<file path="config.mk">
export PLATFORM = sky130hd
export DESIGN_NAME = bitsig_link_ctrl
export DESIGN_NICKNAME = d
export VERILOG_FILES = /design/src/rtl/bitsig_pkg.sv /design/src/rtl/bitsig_tick_gen.sv /design/src/rtl/bitsig_dwell_timer.sv /design/src/rtl/bitsig_vec_unit.sv /design/src/rtl/bitsig_link_ctrl.sv
export SDC_FILE = /design/constraint.sdc
export NUM_CORES = 1
export LEC_CHECK = 0
export ABC_AREA = 1
export BUFFER_PORTS_ARGS = -buffer_cell sky130_fd_sc_hd__buf_4
export CAP_MARGIN = 20
export CORE_ASPECT_RATIO = 1.2
export CORE_MARGIN = 3
export CORE_UTILIZATION = 60
export CTS_CLUSTER_SIZE = 20
export DETAILED_ROUTE_END_ITERATION = 8
export PLACE_DENSITY = 0.95
export SYNTH_ARGS = -nofsm -noshare
export SYNTH_HDL_FRONTEND = slang
export SYNTH_SLANG_ARGS = --single-unit
export TNS_END_PERCENT = 1
</file>
<file path="constraint.sdc">
create_clock -name clk_i -period 4.35 [get_ports clk_i]
set_clock_uncertainty 0.2 [all_clocks]
set_input_delay 0.6525 -clock clk_i [delete_from_list [all_inputs] [get_ports clk_i]]
set_output_delay 0.6525 -clock clk_i [all_outputs]
set_load 0.05 [all_outputs]
</file>
<file path="src/rtl/bitsig_pkg.sv">
package bitsig_pkg;
  typedef enum logic [2:0] {
    ST_OFF     = 3'd0,
    ST_BREAK   = 3'd1,
    ST_CONNECT = 3'd2,
    ST_NEXT    = 3'd3,
    ST_SIGNAL  = 3'd4
  } state_e;

  typedef enum logic [1:0] {
    LS_QUIET  = 2'd0,
    LS_IDLE   = 2'd1,
    LS_MASTER = 2'd2,
    LS_HALT   = 2'd3
  } ls_e;

  localparam logic [1:0] RSN_NONE    = 2'd0;
  localparam logic [1:0] RSN_TIMEOUT = 2'd1;
  localparam logic [1:0] RSN_QUIET   = 2'd2;
endpackage

</file>
<file path="src/rtl/bitsig_tick_gen.sv">
module bitsig_tick_gen #(
  parameter int PRESCALE = 4
) (
  input  logic clk_i,
  input  logic rst_ni,
  output logic tick_o
);
  localparam int CW = (PRESCALE > 1) ? $clog2(PRESCALE) : 1;
  localparam logic [CW-1:0] LAST = CW'(PRESCALE - 1);

  logic [CW-1:0] cnt_q;

  assign tick_o = (cnt_q == LAST);

  always_ff @(posedge clk_i or negedge rst_ni) begin
    if (!rst_ni)     cnt_q <= '0;
    else if (tick_o) cnt_q <= '0;
    else             cnt_q <= cnt_q + 1'b1;
  end
endmodule

</file>
<file path="src/rtl/bitsig_dwell_timer.sv">
module bitsig_dwell_timer #(
  parameter int TMR_W = 16
) (
  input  logic             clk_i,
  input  logic             rst_ni,
  input  logic             restart_i,
  input  logic             tick_i,
  output logic [TMR_W-1:0] elapsed_o
);
  always_ff @(posedge clk_i or negedge rst_ni) begin
    if (!rst_ni)                          elapsed_o <= '0;
    else if (restart_i)                   elapsed_o <= '0;
    else if (tick_i && elapsed_o != '1)   elapsed_o <= elapsed_o + 1'b1;
  end
endmodule

</file>
<file path="src/rtl/bitsig_vec_unit.sv">
module bitsig_vec_unit #(
  parameter int VEC_MAX = 16,
  localparam int LEN_W = $clog2(VEC_MAX),
  localparam int IDX_W = LEN_W + 1
) (
  input  logic               clk_i,
  input  logic               rst_ni,
  input  logic               clr_i,
  input  logic               len_we_i,
  input  logic [LEN_W-1:0]   len_i,
  input  logic               xvec_we_i,
  input  logic [VEC_MAX-1:0] xvec_i,
  input  logic               capture_i,
  input  logic               peer_bit_i,
  output logic               cur_bit_o,
  output logic               pending_o,
  output logic               last_o,
  output logic [VEC_MAX-1:0] rvec_o
);
  logic [LEN_W-1:0]   len_q;
  logic [VEC_MAX-1:0] xvec_q;
  logic [IDX_W-1:0]   idx_q;

  assign pending_o = idx_q <= {1'b0, len_q};
  assign last_o    = idx_q == {1'b0, len_q};
  assign cur_bit_o = xvec_q[idx_q[LEN_W-1:0]];

  always_ff @(posedge clk_i or negedge rst_ni) begin
    if (!rst_ni) begin
      len_q  <= '0;
      xvec_q <= '0;
    end else begin
      if (len_we_i)  len_q  <= len_i;
      if (xvec_we_i) xvec_q <= xvec_i;
    end
  end

  always_ff @(posedge clk_i or negedge rst_ni) begin
    if (!rst_ni) begin
      idx_q  <= '0;
      rvec_o <= '0;
    end else if (clr_i) begin
      idx_q  <= '0;
      rvec_o <= '0;
    end else if (capture_i) begin
      rvec_o[idx_q[LEN_W-1:0]] <= peer_bit_i;
      idx_q <= idx_q + 1'b1;
    end
  end
endmodule

</file>
<file path="src/rtl/bitsig_link_ctrl.sv">
module bitsig_link_ctrl
  import bitsig_pkg::*;
#(
  parameter int VEC_MAX  = 16,
  parameter int TMR_W    = 16,
  parameter int PRESCALE = 4,
  localparam int LEN_W   = $clog2(VEC_MAX)
) (
  input  logic               clk_i,
  input  logic               rst_ni,
  input  logic               start_i,
  input  logic               stop_i,
  input  logic               len_we_i,
  input  logic [LEN_W-1:0]   len_i,
  input  logic               xvec_we_i,
  input  logic [VEC_MAX-1:0] xvec_i,
  input  logic [TMR_W-1:0]   tb_min_i,
  input  logic [TMR_W-1:0]   c_min_i,
  input  logic [TMR_W-1:0]   tl_min_i,
  input  logic [TMR_W-1:0]   t_out_i,
  input  logic [1:0]         rx_ls_i,
  output logic [1:0]         tx_ls_o,
  output logic [2:0]         state_o,
  output logic [1:0]         brk_reason_o,
  output logic [VEC_MAX-1:0] rvec_o,
  output logic               lsf_o,
  output logic               rcf_o,
  output logic               tcf_o,
  output logic               irq_code_o,
  output logic               irq_break_o
);
  state_e state_q, state_d;
  logic armed_q, brk, capture, code_done, restart, tick;
  logic cur_bit, pending, last;
  logic [1:0] reason_d, reason_q;
  logic [TMR_W-1:0] elapsed;
  logic peer_valid, peer_quiet, enter_sig;

  assign peer_valid = (rx_ls_i == LS_MASTER) || (rx_ls_i == LS_HALT);
  assign peer_quiet = (rx_ls_i == LS_QUIET);

  bitsig_tick_gen #(.PRESCALE(PRESCALE)) u_tick (
    .clk_i(clk_i), .rst_ni(rst_ni), .tick_o(tick)
  );

  bitsig_dwell_timer #(.TMR_W(TMR_W)) u_timer (
    .clk_i(clk_i), .rst_ni(rst_ni), .restart_i(restart),
    .tick_i(tick), .elapsed_o(elapsed)
  );

  bitsig_vec_unit #(.VEC_MAX(VEC_MAX)) u_vec (
    .clk_i(clk_i), .rst_ni(rst_ni), .clr_i(start_i && !stop_i),
    .len_we_i(len_we_i), .len_i(len_i),
    .xvec_we_i(xvec_we_i), .xvec_i(xvec_i),
    .capture_i(capture), .peer_bit_i(rx_ls_i == LS_HALT),
    .cur_bit_o(cur_bit), .pending_o(pending), .last_o(last),
    .rvec_o(rvec_o)
  );

  always_comb begin
    state_d   = state_q;
    reason_d  = reason_q;
    brk       = 1'b0;
    capture   = 1'b0;
    code_done = 1'b0;
    if (stop_i) begin
      state_d = ST_OFF;
    end else if (start_i) begin
      state_d  = ST_BREAK;
      reason_d = RSN_NONE;
    end else begin
      unique case (state_q)
        ST_BREAK:
          if (armed_q && elapsed >= tb_min_i) state_d = ST_CONNECT;
        ST_CONNECT:
          if (elapsed >= c_min_i && rx_ls_i == LS_HALT) state_d = ST_NEXT;
        ST_NEXT:
          if (peer_quiet) begin
            brk = 1'b1; reason_d = RSN_QUIET;
          end else if (pending && elapsed >= tl_min_i) begin
            state_d = ST_SIGNAL;
          end
        ST_SIGNAL:
          // a valid answer wins over a simultaneous timeout
          if (elapsed >= tl_min_i && peer_valid) begin
            capture   = 1'b1;
            code_done = last;
            state_d   = ST_NEXT;
          end else if (peer_quiet) begin
            brk = 1'b1; reason_d = RSN_QUIET;
          end else if (elapsed >= t_out_i) begin
            brk = 1'b1; reason_d = RSN_TIMEOUT;
          end
        default: ;
      endcase
      if (brk) state_d = ST_BREAK;
    end
  end

  assign restart   = (state_d != state_q) || start_i;
  assign enter_sig = (state_d == ST_SIGNAL) && (state_q != ST_SIGNAL);

  always_ff @(posedge clk_i or negedge rst_ni) begin
    if (!rst_ni) begin
      state_q     <= ST_OFF;
      reason_q    <= RSN_NONE;
      armed_q     <= 1'b0;
      irq_code_o  <= 1'b0;
      irq_break_o <= 1'b0;
      lsf_o       <= 1'b0;
      rcf_o       <= 1'b0;
      tcf_o       <= 1'b0;
    end else begin
      state_q     <= state_d;
      reason_q    <= reason_d;
      irq_code_o  <= code_done;
      irq_break_o <= brk;
      if (stop_i || brk)  armed_q <= 1'b0;
      else if (start_i)   armed_q <= 1'b1;
      if (start_i && !stop_i) begin
        lsf_o <= 1'b0; rcf_o <= 1'b0; tcf_o <= 1'b0;
      end else begin
        if (capture)        lsf_o <= 1'b1;
        else if (enter_sig) lsf_o <= 1'b0;
        if (code_done)      rcf_o <= 1'b1;
        else if (xvec_we_i) rcf_o <= 1'b0;
        if (enter_sig && last) tcf_o <= 1'b1;
        else if (xvec_we_i)    tcf_o <= 1'b0;
      end
    end
  end

  always_comb begin
    unique case (state_q)
      ST_CONNECT: tx_ls_o = LS_HALT;
      ST_NEXT:    tx_ls_o = LS_IDLE;
      ST_SIGNAL:  tx_ls_o = cur_bit ? LS_HALT : LS_MASTER;
      default:    tx_ls_o = LS_QUIET;
    endcase
  end

  assign state_o      = state_q;
  assign brk_reason_o = reason_q;
endmodule

</file>
Word-level counts from Yosys, hierarchy flattened:

Index checks and enable logic that the tools add are counted.

* add/subtract/negate cells: 3
* multiply operators: 0
* divide/modulo/power cells: 0
* order comparisons: 7
* equal/unequal tests: 15
* shift operators: 0
* mux-type cells: 56
* bitwise logic cells: 1
* reductions and logical operators: 22

Operators by type and width (count)
* $ge A16 B16 Y1: 4
* $mux W16: 4
* $mux W1: 29
* $mux W3: 8
* $add A16 B1 Y16 const B: 1
* $bwmux W16: 1
* $ne A16 B16 Y1 const B: 1
* $mux W2: 6
* $pmux W3 S4: 1
* $reduce_bool A3 Y1: 4
* $mux W5: 2
* $logic_and A1 B1 Y1: 9
* $ne A3 B3 Y1 const B: 3
* $eq A2 B2 Y1 const B: 3
* $eq A3 B2 Y1 const B: 2
* $eq A3 B3 Y1 const B: 2
* $pmux W2 S3: 1
* $reduce_bool A2 Y1: 3
* $add A5 B1 Y5 const B: 1
* $eq A5 B4 Y1: 1
* $le A5 B4 Y1: 1
* $lt A4 B5 Y1 const B: 1
* $reduce_and A5 Y1: 1
* $bmux W1 S4: 1
* other kinds (12): 14

* register bits: 70
* bits in latches: 0
* bits in writable memories: 0
* bits in read-only memories: 0
* input port bits: 92
* output and inout bits: 28
* memories: 0

Logic depth before layout (Yosys ltp):

Gate-level depths: netlist of run 1.

* depth in word-level cells: 15
* gate-level depth with buffers: 22
* gate-level depth less buffers: 21

Cells and area by module:

Synthesis of run 1 repeated with hierarchy kept, for this count alone.

* cells, all modules: 792
* area, all modules: 5610.4 um^2

Modules (own cells, without submodules)
* bitsig_link_ctrl: instances 1, cells an instance 396, area an instance 2476.1 um^2, sequential area each 275.3 um^2
* bitsig_vec_unit: instances 1, cells an instance 248, area an instance 2030.7 um^2, sequential area each 1026.0 um^2
* bitsig_dwell_timer: instances 1, cells an instance 144, area an instance 1037.2 um^2, sequential area each 400.4 um^2
* bitsig_tick_gen: instances 1, cells an instance 4, area an instance 66.3 um^2, sequential area each 50.0 um^2

Worst setup path after synthesis of run 1:

Ideal clock, no wire load.

* path kind: register to output
* start: reg u_vec.idx_q[0]
* end: out tx_ls_o[0]
* data arrival time: 2004 ps
* required time: 3497 ps
* setup slack: 1493 ps
* stages on the path, launching flop included: 10
* path buffers: 2
* cell sequence: dfrtp_1 > clkbuf_1 > inv_1 > clkbuf_1 > a21oi_1 > o21ai_0 > a21oi_1 > a31o_2 > o21ai_0 > o21ai_0

* cells in the longest elaborated chain, start to end: 4

RTL lines
* from (decl): line bitsig_vec_unit.sv:22 `logic [IDX_W-1:0] idx_q;`
* from (signal assigned): line bitsig_vec_unit.sv:47 `idx_q <= idx_q + 1'b1;`
* $bmux W1 S4: line bitsig_vec_unit.sv:26 `assign cur_bit_o = xvec_q[idx_q[LEN_W-1:0]];`
* $mux W1 (implied by the code): line bitsig_vec_unit.sv:26
* $mux W1: line bitsig_link_ctrl.sv:137 `ST_SIGNAL: tx_ls_o = cur_bit ? LS_HALT : LS_MASTER;`
* $pmux W2 S3: line bitsig_link_ctrl.sv:134 `unique case (state_q)`
* to (decl): line bitsig_link_ctrl.sv:22 `output logic [1:0] tx_ls_o,`

No other way between the ends. The select of a mux whose other input is x is not followed.

Final worst setup path of run 1:

Same ends and word-level chain as after synthesis.

==> results.md, run 1 <==
- Final design utilization: 0.758
- Crit path kind: reg2out
- Placeable core area: 0.00861 mm²
- Fraction of synthesized cell area taken by the top area cell type: 0.328
- Antenna violations before repair: 0
- Most area-hungry cell type in the Yosys netlist: dfrtp_1
- Number of distinct library cells after synthesis: 39
- Die Wd: between 90 and 100 µm
- Layout cell share with drive strength beyond 1: 0.194
- Post-synthesis sequential area ratio: 0.328
- Mean routed wirelength per cell: 15.0 µm
- #FFs+latches synth: 70
- Worst EP required: 3500 ps
- End of the worst register-to-register path: u_timer.elapsed_o[3]
- Unrepaired setup endpoints after global routing: no
- Critical path arrival: 2470 ps
- Final GP Congestion: between 0.9 and 1
- Routed via count divided by cell count: 5.57
- Effective utilization at floorplan: 0.620
- Most common library cell in the layout ignoring fill and taps: nand2_1
- Detailed-router iteration count before antenna repair: 6
- Count of yosys warnings during synthesis: 0
- Sequential fraction of design power: 0.451
- Post-synth net total: about 870
- Cells after Synth: 707
- Reported net switching power: between 400 and 500 µW
- Buffers from clock root to sink, at most: 2
- Latest clock arrival within the worst-skew pair: 360 ps
- Total Nets Final: 991
- Number of clock buffers inserted by TritonCTS: 9
- Die boundary height: 109 µm
- Number of flops mapped to enable cells by yosys: 0
- Depth of the CTS H-tree: 3
- CTS tree: built
- Routed via count: between 5,000 and 6,000
- Static power due to leakage: 3.69 nW
- Cell area after synthesis: 0.00534 mm²
- Syn Area/Cell: 7.55 µm²
- Number of antenna repair diodes: 0
- Async SR Flop Fraction: 1.00
- Clock share of power: 0.378
- Design Power: between 1.5 and 2 mW
- CTS Root Cell: clkbuf_8
- Number of pins with negative max-slew slack in the final report: 0
- Non-filler cells, final: 946
- Post-synthesis to final-layout area growth: 22.3%
- Fraction of the cycle the final worst path needs: 0.763
- Most used DFF post-synth: dfrtp_1
- Wire length of the first global-routing pass: 22,800 µm
- Total clock sinks: 70
- Final HPWL DP: approximately 11,000 µm
- Worst hold-check path type: in2async
- DP Area: 0.00632 mm²
- Vias in the first global route: 5,288
- Part of the power in combinational logic: 0.171
- Final setup vio count: 0
- IO Port Bufs: around 120
- Critical-path maximum fanout: 13
- Count of antenna-violating nets left after detailed routing: 0
- Critical R2R Launch: u_vec.idx_q[0]
- Die area: 0.0101 mm²
- Length in cells of the worst reg-to-reg path: 12
- Ranking of synthesized cells by area: dfrtp_1 (33%), ha_1 (17%), nand2_1 (11%)
- Largest net degree at the start of global routing: 71
- Worst-Margin Slew: roughly 880 ps
- Placed Cells incl. Taps: 931
- Clock edge transition at the registers on the reported setup and hold paths: 70 ps
- Final global-route overflow total: 0
- Final wirelength: 14,200 µm
- Postcts setup bufs: 0
- Post-route DRC: 0
- GRT Overall Usage: 0.283
- Setup crit end kind: output pin
- Worst Setup Start Kind: flop
- IO Pins: 120
- Relative slew margins: 0.412
- Finished layout cell area: 0.00653 mm²
- Hold-fix buffers at CTS: 0
- Outcome: completed
- Worst vdd ir: 0.264 mV
- Post-CTS resize count: 0
- Power density over the cells: 233 mW/mm²
- Minimum clock period after layout: 3320 ps
- Internal reg-to-reg setup slack: between 1000 and 1500 ps
- Number of design-rule violations left by the first detailed-router iteration: 404
- Post-route setup TNS: 0 ps
- Top library cells by usage in the layout, fill and taps aside: nand2_1 (150), inv_1 (127), buf_4 (119), ha_1 (74), dfrtp_1 (70)
- Sw frac: 0.278
- Floorplan row count: 37
- Number of max-capacitance violations reported: 0
- Cell-internal power: roughly 1.1 mW
- Number of hold violations in the final report: 0
- Achievable Freq: around 0.3 GHz
-- stage by stage --
stage / setup WS [ps] / hold WS [ps]
global placement: 1130 / 213
detailed placement: 1050 / 220
floorplan: 1490 / 157
CTS: 1070 / 231
finish: 1030 / 207
global route: 854 / 245
-- worst max-delay path: stages (launching register included) --
cell and delay, ps:
dfrtp_1 590, inv_1 320, a21oi_1 240, o21ai_0 150
a21oi_1 180, a31o_2 130, o21ai_0 80, o21ai_0 160
buf_4 250
-- Yosys cell counts (4+ instances only) --
cell      count
nor2_4       11
nor2_1       50
nand4_1      13
dfrtp_1      70
a21oi_1      55
clkbuf_1     10
inv_2         4
nand3_1      25
a22oi_1       6
nor3_1       16
a31oi_1       6
nand2_1     150
o21ai_0      39
inv_1       127
ha_1         74
xor2_1       15
nor4_1        6
-- cells by family (layout without fill, tap and decap cells) --
group	after synthesis	in the layout	synth area share
AND/OR/NAND/NOR	282	282	0.243
buffers and inverters	146	268	0.106
AO/OA/AOI/OAI	117	117	0.120
adder cells (fa/ha/maj)	74	74	0.173
flip-flops	70	70	0.328
XOR/XNOR	16	16	0.0262
multiplexers	2	2	0.00398
-- registers in the layout, summed over array words and instances, names as in the netlist, 2 cells and up --
name and cells:
brk_reason_o 2, state_o 3, u_tick.cnt_q 2, u_timer.elapsed_o 16
u_vec.idx_q 5, u_vec.len_q 4, u_vec.rvec_o 16, u_vec.xvec_q 16
-- area by class of cell --
cell class	instances	area [µm²]
multi-input combinational	491	3020
fill	595	2080
sequential	70	1750
timing repair buffer	119	893
inverter	134	503
tap	117	146
clock buffer	9	124
clock inverter	6	87.6
-- power groups by stage --
stage          Sequential [mW]  Combinational (mW)  Clock, mW
6_report                 0.685               0.260      0.575
5_1_grt                  0.687               0.291      0.607
4_1_cts                  0.685               0.260      0.578
3_5_place_dp             0.697               0.257          0
3_3_place_gp             0.696               0.246          0
2_1_floorplan            0.707               0.131          0
-- worst max path at each step --
stage               depth (start not counted)  slack (ps)      startpoint                    end
global placement                           15        1130     t_out_i[15]  u_timer.elapsed_o[15]
floorplan                                   9        1490  u_vec.idx_q[0]             tx_ls_o[0]
CTS                                         7        1070  u_vec.idx_q[0]             tx_ls_o[0]
finish                                      8        1030  u_vec.idx_q[0]             tx_ls_o[0]
detailed placement                         15        1050     t_out_i[15]   u_timer.elapsed_o[2]
global route                               14         850  u_vec.idx_q[0]   u_timer.elapsed_o[0]
-- layer usage --
layer / track usage / up-vias / wire length [µm]
met1: 0.309 / 2436 / 5460
met2: 0.523 / 249 / 7230
li1: - / 2531 / -
met3: 0.0527 / 49 / 1000
met5: 0 / - / 0
met4: 0.151 / 0 / 539
No activity file was read; power rests on OpenSTA's default activity.
==> inputs of run 2 (changes only) <==
ABC_AREA = 0   (was 1)
CORE_UTILIZATION = 55   (was 60)
PLACE_DENSITY = 0.92   (was 0.95)
clock period = 3.2 ns   (was 4.35 ns; I/O delays follow)
==> results.md, run 2 <==
- Power density over the cells: 308 mW/mm²
- Number of design-rule violations left by the first detailed-router iteration: between 200 and 300
- Top library cells by usage in the layout, fill and taps aside: buf_4 (155), inv_1 (77), ha_1 (74), dfrtp_1 (67), nand2_1 (52)
- Placeable core area: 0.00913 mm²
- Die boundary height: 113 µm
- Buffers plus inverters on the worst setup path: 2
- Largest net degree at the start of global routing: 71
- Maximum single-stage delay on the critical path: 390 ps
- Critical path arrival: 3260 ps
- Post-route DRC: 0
- Async SR Flop Fraction: 1.00
- Worst-Margin Slew: 857 ps
- Worst Setup Start Kind: flop
- Length in cells of the worst reg-to-reg path: 11
- Die Wd: 94.9 µm
- Total Nets Final: 871
- Number of max-capacitance violations reported: 0
- Depth of the CTS H-tree: 3
- Post-synthesis to final-layout area growth: 30.0%
- Wire length of the first global-routing pass: 22,200 µm
- Most used standard cell by instance count after synthesis: inv_1
- Crit path kind: reg2reg
- Most area-hungry cell type in the Yosys netlist: dfrtp_1
- Ranking of synthesized cells by area: dfrtp_1 (34%), ha_1 (18%), inv_1 (5.6%)
- Effective utilization at floorplan: 0.571
- Final global-route overflow total: 0
- Routed via count: 4,858
- Post-synth net total: 722
- Mean routed wirelength per cell: 17.4 µm
- Internal reg-to-reg setup slack: just under 20 ps
- Worst hold-check path type: in2async
- Critical-path maximum fanout: 5
- Fraction of the cycle the final worst path needs: 0.994
- Static power due to leakage: between 3 and 4 nW
- Most used DFF post-synth: dfrtp_1
- Worst vdd ir: 0.299 mV
- Setup crit end kind: flop
- CTS Root Cell: clkbuf_8
- Cell area after synthesis: 0.00521 mm²
- Minimum clock period after layout: 3180 ps
- Floorplan row count: 38
- Total clock sinks: 70
- Syn Area/Cell: 9.37 µm²
- Place WS: -131 ps
- Final HPWL DP: ~11,000 µm
- Cells after Synth: 556
- Leading registers by flop count: u_timer.elapsed_o: 16 flops, u_vec.rvec_o: 16 flops, u_vec.xvec_q: 16 flops
- Count of yosys warnings during synthesis: 0
- CTS tree: built
- Critical R2R Launch: u_timer.elapsed_o[11]
- Most common library cells after synthesis: inv_1 (78), ha_1 (74), dfrtp_1 (70)
- Buffers from clock root to sink, at most: 2
- Antenna violations before repair: 0
- Worst EP required: 3270 ps
- Dominant delay contributor by cell family on the critical path: compound AO/OA/AOI/OAI gates
- Least setup slack across all paths after layout: 19.3 ps
- GRT Overall Usage: 0.262
- Cell occurring most often along the worst timing path: buf_4
- Final wirelength: around 14,000 µm
- Count of antenna-violating nets left after detailed routing: 0
- IO Pins: 120
- Number of clock buffers inserted by TritonCTS: 9
- Final design utilization: 0.742
- Number of pins with negative max-slew slack in the final report: 0
- Final GP Congestion: 0.840
- Vias in the first global route: 4,910
- Latest clock arrival within the worst-skew pair: 360 ps
- #FFs+latches synth: 70
- Number of flops mapped to enable cells by yosys: 0
- Fraction of synthesized cell area taken by the top area cell type: 0.336
- Cell Chain, Critical Path: ha_1 -> nand4_1 -> nor4_4 -> a32oi_4 -> buf_4 -> a21bo_1 -> o221a_2 -> a31oi_4 -> xnor2_4 -> buf_4 -> nor3_2
- Die area: 0.0107 mm²
- Critical Path Stages: 11
- End of the worst register-to-register path: u_timer.elapsed_o[13]
- Clock edge transition at the registers on the reported setup and hold paths: 90 ps
- Outcome: completed
- Layout cell share with drive strength beyond 1: 0.314
- Critical-path cell with the highest stage delay: dfrtp_1
- Number of hold violations in the final report: 0
- Post-route setup TNS: 0 ps
- Relative slew margins: 0.429
- Achievable Freq: 0.314 GHz
- Number of antenna repair diodes: 0
- Final setup vio count: 0
- Post-synthesis sequential area ratio: 0.336
- Number of distinct library cells after synthesis: 62
- Routed via count divided by cell count: roughly 6
- Most common library cell in the layout ignoring fill and taps: buf_4
- Detailed-router iteration count before antenna repair: 5
- IO Port Bufs: 119
[run 2: worst register-to-register path, delay by kind of cell, from the launching register on]
family,cells,cell delay [ps]
fa+ha+maj,1,320
xor+xnor,1,150
compound gates,4,900
simple gates,3,760
buf+inv,2,370
flops,1,390
[run 2: cell type report]
class                   instances  area (µm²)
clock buffers                   9         124
clock inverters                 7         105
fillers                       641        2350
inverters                      78         293
multi-input cells             389        3150
flip-flops and latches         70        1760
well taps                     120         150
repair buffers                157        1200
[run 2: how the worst max path moves through the flow]
stage,from,endpoint,slack (ps)
after global routing,u_timer.elapsed_o[10],u_timer.elapsed_o[15],-100
after global placement,tl_min_i[0],u_timer.elapsed_o[14],30
after CTS,u_timer.elapsed_o[15],u_timer.elapsed_o[15],30
after floorplan,u_vec.idx_q[0],u_timer.elapsed_o[10],160
after detailed placement,tl_min_i[15],u_timer.elapsed_o[11],-130
final,u_timer.elapsed_o[11],u_timer.elapsed_o[13],20
[run 2: report_power, final]
part           switching (mW)  internal (mW)
Combinational           0.163          0.173
Sequential             0.0181          0.913
Clock                   0.373          0.449
[run 2: per-layer routing]
metal / part of all wire / wire (µm) / track usage
met1: 0.37 / 5340 / 0.306
met2: 0.51 / 7380 / 0.452
met3: 0.073 / 1050 / 0.0576
met4: 0.046 / 665 / 0.120
met5: 0 / 0 / 0
[run 2: cell families (layout without fill, tap and decap cells)]
logic type / count (synthesis) / in the layout / synth area share
simple gates: 166 / 166 / 0.165
compound gates: 91 / 91 / 0.124
fa+ha+maj: 74 / 74 / 0.178
flops: 70 / 70 / 0.336
xor+xnor: 15 / 15 / 0.0266
mux: 43 / 43 / 0.0987
buf+inv: 97 / 251 / 0.0720
[run 2: timing repair]
| item | 4_1_cts | 5_1_grt |
|---|---|---|
| hold endpoints to repair | 0 | 0 |
| hold buffers | 0 | 0 |
| pin swaps | 1 | 7 |
| cloned | 0 | 0 |
| setup endpoints to repair | 23 | 31 |
| resized for setup | 6 | 5 |
| setup buffers | 0 | 8 |
[run 2: through the flow]
stage / hold slack [ps] / cell area (µm²) / cells / total power [mW]
2_1_floorplan: -15.6 / 5210 / 556 / 1.10
3_3_place_gp: 213 / 6430 / 806 / 1.25
3_5_place_dp: 225 / 6430 / 806 / 1.27
4_1_cts: 48.8 / 6700 / 822 / 2.09
5_1_grt: 90.3 / 6780 / 830 / 2.17
6_report: 27.5 / 6780 / 830 / 2.09
==> inputs of run 3 (changes only) <==
BUFFER_PORTS_ARGS = unset   (was -buffer_cell sky130_fd_sc_hd__buf_4)
CORE_UTILIZATION = 60   (was 55)
DONT_BUFFER_PORTS = 1   (was unset)
PLACE_DENSITY = 0.87   (was 0.92)
==> results.md, run 3 (same netlist as run 2, synthesis figures left out) <==
- Total Nets Final: 764
- Depth of the CTS H-tree: 3
- Detailed-router iteration count before antenna repair: 5
- Top library cells by usage in the layout, fill and taps aside: inv_1 (77), ha_1 (74), dfrtp_1 (69), nand2_1 (52), buf_4 (43)
- Fraction of the cycle the final worst path needs: 0.974
- Fill cell instance count of the final layout: 567
- CTS tree: built
- CTS Root Cell: clkbuf_8
- Number of design-rule violations left by the first detailed-router iteration: around 280
- Cell occurring most often along the worst timing path: buf_4
- Count of antenna-violating nets left after detailed routing: 0
- Final global-route overflow total: 0
- Critical-path maximum fanout: 12
- Number of clock buffers inserted by TritonCTS: 9
- Number of hold violations in the final report: 0
- Achievable Freq: 0.321 GHz
- Area occupied by multi-input gates: between 0.003 and 0.004 mm²
- Worst EP required: 3260 ps
- Leading registers by flop count: u_timer.elapsed_o: 16 flops, u_vec.rvec_o: 16 flops, u_vec.xvec_q: 16 flops
- Routed via count: 4,309
- Routed via count divided by cell count: 6.01
- Final GP Congestion: just under 1
- Clock edge transition at the registers on the reported setup and hold paths: approximately 80 ps
- Vias in the first global route: about 4,400
- Critical path arrival: 3180 ps
- Effective utilization at floorplan: 0.629
- Worst hold-check path type: in2reg
- Final HPWL DP: 9670 µm
- Dominant delay contributor by cell family on the critical path: compound AO/OA/AOI/OAI gates
- Worst-Margin Slew: ~590 ps
- Mean routed wirelength per cell: 17.9 µm
- Power density over the cells: 327 mW/mm²
- Worst vdd ir: 0.446 mV
- Layout cell share with drive strength beyond 1: 0.184
- Area taken by flip-flops and latches: 0.00175 mm²
- Placeable core area: 0.00829 mm²
- Place WS: -322 ps
- Cell Chain, Critical Path: ha_1 -> buf_4 -> and4_1 -> a221oi_2 -> buf_4 -> a21boi_4 -> a311o_1 -> a31oi_4 -> xnor2_4 -> buf_12 -> a211oi_1
- Post-synthesis to final-layout area growth: 15.1%
- Antenna violations before repair: 0
- IO Port Bufs: 0
- GRT Overall Usage: 0.258
- Die area: 0.00985 mm²
- Outcome: completed
- Critical-path cell with the highest stage delay: dfrtp_1
- Latest clock arrival within the worst-skew pair: 350 ps
- Number of antenna repair diodes: 0
- Least setup slack across all paths after layout: 82.2 ps
- Buffers from clock root to sink, at most: 2
- Minimum clock period after layout: 3120 ps
- Post-route DRC: 0
- Wire length of the first global-routing pass: approximately 20,000 µm
- Static power due to leakage: between 3 and 4 nW
- Setup crit end kind: flop
- Largest net degree at the start of global routing: between 70 and 80
- Most common library cell in the layout ignoring fill and taps: inv_1
- Maximum single-stage delay on the critical path: 460 ps
- Number of max-capacitance violations reported: 0
- Crit path kind: reg2reg
- Buffers plus inverters on the worst setup path: 3
- Die boundary height: roughly 110 µm
- Floorplan row count: 36
- Final setup vio count: 0
- Die Wd: 91.1 µm
- Design Power: a little under 2 mW
- Final wirelength: 12,800 µm
- Relative slew margins: 0.604
- IO Pins: 120
- Total clock sinks: 70
- Worst Setup Start Kind: flop
- Number of pins with negative max-slew slack in the final report: 0
-- run 3: cell count changes in the layout (fill, tap and decap cells not counted), moves of 2 or more --
cell,delta
buf_4,-112
dlygate4sd3_1,+3
dfrtp_1,+2
dfrtp_2,-2
-- run 3: what timing repair did --
action                                  CTS  global route
buffers inserted                          2             2
hold endpoints to repair                 73             0
endpoints found under the setup margin   16            32
pin swaps                                 1             7
gates resized for setup                   1            12
hold buffers                              4             0
-- run 3: power by group --
group | internal, mW | switching [mW]
sequential | 0.913 | 0.0224
combinational | 0.105 | 0.124
clock | 0.446 | 0.354
total | 1.46 | 0.500
-- run 3: final timing paths --
check,startpoint,to,slack (ps),cells after the start
max,u_timer.elapsed_o[14],u_timer.elapsed_o[8],80,11
min,len_we_i,u_vec.len_q[2],20,1
max reg2reg,u_timer.elapsed_o[14],u_timer.elapsed_o[8],80,11
min reg2reg,u_tick.cnt_q[0],u_tick.cnt_q[0],230,1
max in group asynchronous,rst_ni,irq_break_o,2040,2
min in group asynchronous,rst_ni,u_vec.rvec_o[5],450,2
-- run 3: through the flow --
step	cell area, µm²	hold WS, ps	instances	TNS, ps	util
finish	6000	15.6	717	0	0.724
global route	6000	4.26	717	-660	0.724
CTS	5920	0.194	715	0	0.715
detailed placement	5610	-14.2	693	-4890	0.676
global placement	5610	-13.8	693	-3580	0.676
floorplan	5210	-15.6	556	0	-
-- run 3: per-layer routing --
| metal | wire (µm) | share of wire | global-route usage | up-vias |
|---|---|---|---|---|
| li1 | - | - | - | 2048 |
| met1 | 5020 | 0.39 | 0.300 | 2056 |
| met2 | 6890 | 0.54 | 0.480 | 187 |
| met3 | 774 | 0.060 | 0.0536 | 18 |
| met4 | 133 | 0.010 | 0.0733 | 0 |
| met5 | 0 | 0 | 0 | - |
-- run 3: area by class of cell --
cell class	instances	share of cell area
Multi-Input combinational cell	389	0.526
Clock buffer	10	0.0213
Timing Repair Buffer	50	0.0719
Inverter	78	0.0488
Tap cell	114	0.0238
Clock inverter	6	0.0156
Sequential cell	70	0.292
